<file path="config.mk">
export PLATFORM = sky130hd
export DESIGN_NAME = bitserial_max_select
export DESIGN_NICKNAME = d
export VERILOG_FILES = /design/src/rtl/bsm_pkg.sv /design/src/rtl/bsm_seq_ctrl.sv /design/src/rtl/bsm_hit_or.sv /design/src/rtl/bsm_cand_update.sv /design/src/rtl/bsm_prio_enc.sv /design/src/rtl/bitserial_max_select.sv
export SDC_FILE = /design/constraint.sdc
export NUM_CORES = 1
export LEC_CHECK = 0
export BUFFER_PORTS_ARGS = -buffer_cell sky130_fd_sc_hd__buf_2
export CORE_MARGIN = 8
export CORE_UTILIZATION = 54
export CTS_CLUSTER_DIAMETER = 200
export DETAILED_ROUTE_END_ITERATION = 10
export GPL_TIMING_DRIVEN = 0
export PLACE_DENSITY = 0.82
export REMOVE_ABC_BUFFERS = 1
export SYNTH_ARGS = -nofsm -noshare
export SYNTH_HDL_FRONTEND = slang
export SYNTH_SLANG_ARGS = --single-unit
</file>
<file path="constraint.sdc">
create_clock -name clk -period 2.7 [get_ports clk]
set_input_delay 0.54 -clock clk [delete_from_list [all_inputs] [get_ports clk]]
set_output_delay 0.54 -clock clk [all_outputs]
set_load 0.02 [all_outputs]
</file>
<file path="src/rtl/bsm_pkg.sv">
package bsm_pkg;
    typedef enum logic {
        PH_IDLE = 1'b0,
        PH_RUN  = 1'b1
    } phase_e;
endpackage

</file>
<file path="src/rtl/bsm_seq_ctrl.sv">
module bsm_seq_ctrl
    import bsm_pkg::*;
#(
    parameter int WORD_W = 8
) (
    input  logic clk,
    input  logic rst_n,
    input  logic start,
    output logic step,
    output logic last
);
    localparam int CW = (WORD_W > 1) ? $clog2(WORD_W) : 1;
    localparam logic [CW-1:0] LAST_CNT = CW'(WORD_W - 1);

    typedef struct packed {
        phase_e        ph;
        logic [CW-1:0] cnt;
    } seq_t;

    seq_t st_d, st_q;

    always_comb begin
        st_d = st_q;
        step = (st_q.ph == PH_RUN) && !start;
        last = step && (st_q.cnt == LAST_CNT);
        if (start) begin
            st_d.ph  = PH_RUN;
            st_d.cnt = '0;
        end else if (st_q.ph == PH_RUN) begin
            if (st_q.cnt == LAST_CNT) begin
                st_d.ph  = PH_IDLE;
                st_d.cnt = '0;
            end else begin
                st_d.cnt = st_q.cnt + 1'b1;
            end
        end
    end

    always_ff @(posedge clk or negedge rst_n) begin
        if (!rst_n) begin
            st_q <= '{ph: PH_IDLE, cnt: '0};
        end else begin
            st_q <= st_d;
        end
    end

    AST_CNT_RANGE: assert property (@(posedge clk) disable iff (!rst_n)
        st_q.cnt <= LAST_CNT);
    AST_LAST_ENDS: assert property (@(posedge clk) disable iff (!rst_n)
        last |=> (st_q.ph == PH_IDLE));
    AST_START_RUNS: assert property (@(posedge clk) disable iff (!rst_n)
        start |=> (st_q.ph == PH_RUN && st_q.cnt == '0));
endmodule

</file>
<file path="src/rtl/bsm_hit_or.sv">
module bsm_hit_or #(
    parameter int N_STREAMS = 16
) (
    input  logic [N_STREAMS-1:0] cand,
    input  logic [N_STREAMS-1:0] bits,
    output logic                 any_one
);
    logic [N_STREAMS-1:0] live_ones;

    always_comb begin
        live_ones = cand & bits;
        any_one   = |live_ones;
    end
endmodule

</file>
<file path="src/rtl/bsm_cand_update.sv">
module bsm_cand_update #(
    parameter int N_STREAMS = 16
) (
    input  logic [N_STREAMS-1:0] cand_cur,
    input  logic [N_STREAMS-1:0] bits,
    input  logic                 any_one,
    output logic [N_STREAMS-1:0] cand_nxt
);
    for (genvar s = 0; s < N_STREAMS; s++) begin : g_stream
        // keep the flag when the stream shows 1, or when no survivor shows 1
        assign cand_nxt[s] = cand_cur[s] & (bits[s] | ~any_one);
    end
endmodule

</file>
<file path="src/rtl/bsm_prio_enc.sv">
module bsm_prio_enc #(
    parameter int N_STREAMS = 16,
    parameter int IDX_W     = 4
) (
    input  logic [N_STREAMS-1:0] flags,
    output logic [IDX_W-1:0]     idx
);
    always_comb begin
        idx = '0;
        for (int i = N_STREAMS - 1; i >= 0; i--) begin
            if (flags[i]) idx = IDX_W'(i);
        end
    end
endmodule

</file>
<file path="src/rtl/bitserial_max_select.sv">
module bitserial_max_select
    import bsm_pkg::*;
#(
    parameter int N_STREAMS = 16,
    parameter int WORD_W    = 8,
    parameter int IDX_W     = (N_STREAMS > 1) ? $clog2(N_STREAMS) : 1
) (
    input  logic                 clk,
    input  logic                 rst_n,
    input  logic                 start,
    input  logic [N_STREAMS-1:0] bits,
    output logic [IDX_W-1:0]     max_idx,
    output logic                 done
);
    typedef struct packed {
        logic [N_STREAMS-1:0] cand;
        logic [IDX_W-1:0]     idx;
        logic                 done;
    } core_t;

    core_t core_d, core_q;

    logic                 step;
    logic                 last;
    logic                 any_one;
    logic [N_STREAMS-1:0] cand_nxt;
    logic [IDX_W-1:0]     enc_idx;

    bsm_seq_ctrl #(.WORD_W(WORD_W)) u_seq (
        .clk   (clk),
        .rst_n (rst_n),
        .start (start),
        .step  (step),
        .last  (last)
    );

    bsm_hit_or #(.N_STREAMS(N_STREAMS)) u_hit (
        .cand    (core_q.cand),
        .bits    (bits),
        .any_one (any_one)
    );

    bsm_cand_update #(.N_STREAMS(N_STREAMS)) u_upd (
        .cand_cur (core_q.cand),
        .bits     (bits),
        .any_one  (any_one),
        .cand_nxt (cand_nxt)
    );

    bsm_prio_enc #(.N_STREAMS(N_STREAMS), .IDX_W(IDX_W)) u_enc (
        .flags (cand_nxt),
        .idx   (enc_idx)
    );

    always_comb begin
        core_d      = core_q;
        core_d.done = 1'b0;
        if (start) begin
            core_d.cand = '1;
        end else if (step) begin
            core_d.cand = cand_nxt;
            if (last) begin
                core_d.idx  = enc_idx;
                core_d.done = 1'b1;
            end
        end
    end

    always_ff @(posedge clk or negedge rst_n) begin
        if (!rst_n) begin
            core_q <= '{cand: '0, idx: '0, done: 1'b0};
        end else begin
            core_q <= core_d;
        end
    end

    assign max_idx = core_q.idx;
    assign done    = core_q.done;

    logic [N_STREAMS-1:0] below_mask;
    always_comb begin
        for (int i = 0; i < N_STREAMS; i++) begin
            below_mask[i] = (i < int'(core_q.idx));
        end
    end

    AST_START_FILLS: assert property (@(posedge clk) disable iff (!rst_n)
        start |=> (core_q.cand == '1));
    AST_DONE_SINGLE: assert property (@(posedge clk) disable iff (!rst_n)
        done |=> !done);
    AST_SOME_SURVIVE: assert property (@(posedge clk) disable iff (!rst_n)
        step |=> (core_q.cand != '0));
    AST_WINNER_FLAGGED: assert property (@(posedge clk) disable iff (!rst_n)
        done |-> core_q.cand[core_q.idx]);
    AST_LOWEST_WINS: assert property (@(posedge clk) disable iff (!rst_n)
        done |-> ((core_q.cand & below_mask) == '0));
    AST_IDX_HELD: assert property (@(posedge clk) disable iff (!rst_n)
        !done |-> $stable(max_idx));
    AST_NO_REVIVE: assert property (@(posedge clk) disable iff (!rst_n)
        step |=> ((core_q.cand & ~$past(core_q.cand)) == '0));
endmodule

</file>
==> run metrics <==
post-synth top area share=46.00%; CORE AREA=2432 um^2; #FFs+latches synth=25; Via density=5.853; aggregate global routing overflow=0; post-synthesis xor/xnor area fraction=0%; Clk Latency, worst-skew pair=320 ps; Clock transition at path regs=roughly 130 ps; status=finished, final reports clean; cts hold-fix bufs=0; initial core utilization=55.92%; Die Y=66.19 um; largest family of logic cells by synthesized area=compound AO/OA/AOI/OAI gates; Final Hold Vio Count=0; fin nets=approximately 180; CP Capture Type=register; mapped cell area=1360 um^2; Post-Syn Area per Cell=9.578 um^2; Power Total=726.9 uW; Root Driver=clkbuf_4; WL/cell=14.97 um; Yosys cell types=33; Final Cycle Share=between 80 and 90%; Core Rows=18; Global Route Usage Sum=between 10% and 20%; clk sinks=25; Num CTS Buffers=3; total number of vias=1112; Ys Warns=0; DRT iter0 DRCs=30; hpwl dp=2184 um; crit path cell chain=a22o_1, a221oi_1, and4_4, o21ai_0, and4b_1, a211oi_1, o31ai_1; data arrival time of the worst path=around 2500 ps; RSZ-0062 raised after global routing=no; Area Growth Syn to Fin=8.463%; initial antenna violation count=0; setup repair bufs after CTS=0; static leakage power=between 0.0006 and 0.0007 uW; drt pass-1 iters=4; TNS Setup=0 ps; Routed WL=2845 um; # IOs=24; min Tclk post-route=2237 ps; Max Cap Viol=0; Synth area leader=dfrtp_1; dominant synthesized flop cell=dfrtp_1; ratio of cells with drive above 1 in the final layout=about a fifth; Peak VDD IR=just under 0.4 mV; Worst Hold Class=in2async; Final Setup Violations=0; CP max stage delay=a little over 400 ps; register area=625.6 um^2; PD cells=492.7 nW/um^2; global-route wire length before repair=slightly below 5000 um; # resized after CTS=0; Slew @ Worst Pin=547.5 ps; sequential fraction of the synthesis area=46.00%; FFs w/ async S/R, synth=100.0%; highest clock rate=447.1 MHz; Fillers=224; Die W=between 60 and 70 um; WS Path Type=reg2reg; GPL Wtd Cong=roughly 0.9; die area=4380 um^2; Mapped Cells=roughly 140; post-synthesis mux area share=1.472%; cell family with most CP delay=compound AO/OA/AOI/OAI gates; critical path's slowest cell=dfrtp_1; number of synthesized flops with an enable pin=0; diode count=0; multi-input combinational cell area=around 660 um^2; Crit path required time=2920 ps; CP Launch Type=register; Max Slew Vio Count=0; post-synthesis adder-cell area fraction=1.840%; compound-gate portion of the synthesized area=26.95%; CP Max Fanout=20; worst slack, placed=217.6 ps; Worst Slack Setup Final=463.1 ps; vias in the first global route=1091; clock buffer depth=2; clock skew=7.861 ps; port bufs=23; DRT antenna net count=0; simple-gate share of the synthesized area=18.49%; H-tree depth=1; CTS tree=built; residual DRC count=0; max_slew headroom=63.50%; pin count of the biggest net entering global routing=26; CP bufs+invs=0; synth top area cells=dfrtp_1, o21ai_0, nand2b_1, a22o_1, nand2_1
==> final timing paths <==
check                      slack [ps]                     end  cells past startpoint                   start
setup / recovery                  460  max_idx[2]$_DFFE_PN0P_                      7  core_q[10]$_DFFE_PN0P_
hold / removal                    180   core_q[5]$_DFFE_PN0P_                      1                   rst_n
setup reg to reg                  460  max_idx[2]$_DFFE_PN0P_                      7  core_q[10]$_DFFE_PN0P_
hold reg to reg                   500  max_idx[2]$_DFFE_PN0P_                      2  max_idx[2]$_DFFE_PN0P_
max in group asynchronous        2150  core_q[16]$_DFFE_PN0P_                      1                   rst_n
min in group clk                  480   core_q[5]$_DFFE_PN0P_                      3                 bits[0]
==> routing by layer <==
metal / global-route usage (%) / share of wire (%)
met1: 17.95 / 47
met2: 22.07 / 46
met3: 3.729 / 5.3
met4: 5.600 / 1.5
met5: 0 / 0
==> power breakdown <==
group	internal, uW	switching, uW	leakage [uW]
Sequential	402	19.5	0.000288
Combinational	59.6	77.3	0.000362
Clock	57.9	110	0.0000150
Total	520	207	0.000665
==> final cells by class <==
class                      instances  area share (%)
sequential                        25           42.41
multi-input combinational        106           44.95
clock buffer                       4           1.781
timing repair buffer              23           7.803
inverter                           2          0.5089
tap                               30           2.545
==> Yosys cell counts (2+ instances only) <==
cell	instances
nand4_1	2
nand2_1	9
ha_1	2
nor2_1	6
a211oi_1	4
inv_1	2
a22o_1	4
mux2i_1	2
buf_4	4
a21oi_1	3
o21ai_0	26
nand2b_1	19
clkbuf_1	3
a221oi_1	2
dfrtp_1	25
o31ai_1	2
buf_6	2
a221oi_2	2
o21a_1	4
o21ai_1	6
==> stage by stage <==
stage | hold WS [ps] | util, % | instance area (um^2) | instances
5_1_grt | 227.6 | 60.65 | 1475 | 190
4_1_cts | 197.4 | 60.65 | 1475 | 190
6_report | 175.8 | 60.65 | 1475 | 190
2_1_floorplan | 244.4 | - | 1296 | 133
3_5_place_dp | 469.2 | 59.57 | 1449 | 186
3_3_place_gp | 462.3 | 59.57 | 1449 | 186
==> placed cells by master, fill, tap and decap left out, types with 3 or more instances in the layout <==
cell / instances
a211oi_1: 4
a21oi_1: 3
a22o_1: 4
buf_2: 23
clkbuf_4: 3
dfrtp_1: 25
nand2_1: 9
nand2b_1: 19
nor2_1: 6
o21a_1: 4
o21ai_0: 26
o21ai_1: 6
==> sequential cells by signal, indices dropped and copies added, names as in the netlist <==
register and flops:
u_seq.st_q 4, core_q 16, max_idx 4, done 1
==> logic make-up after synthesis <==
group,count (synthesis)
DFF,25
muxes,2
adders and majority gates,2
AOI/OAI and AO/OA,57
and+or+nand+nor,45
buffers and inverters,11
No activity file was read; power rests on OpenSTA's default activity.
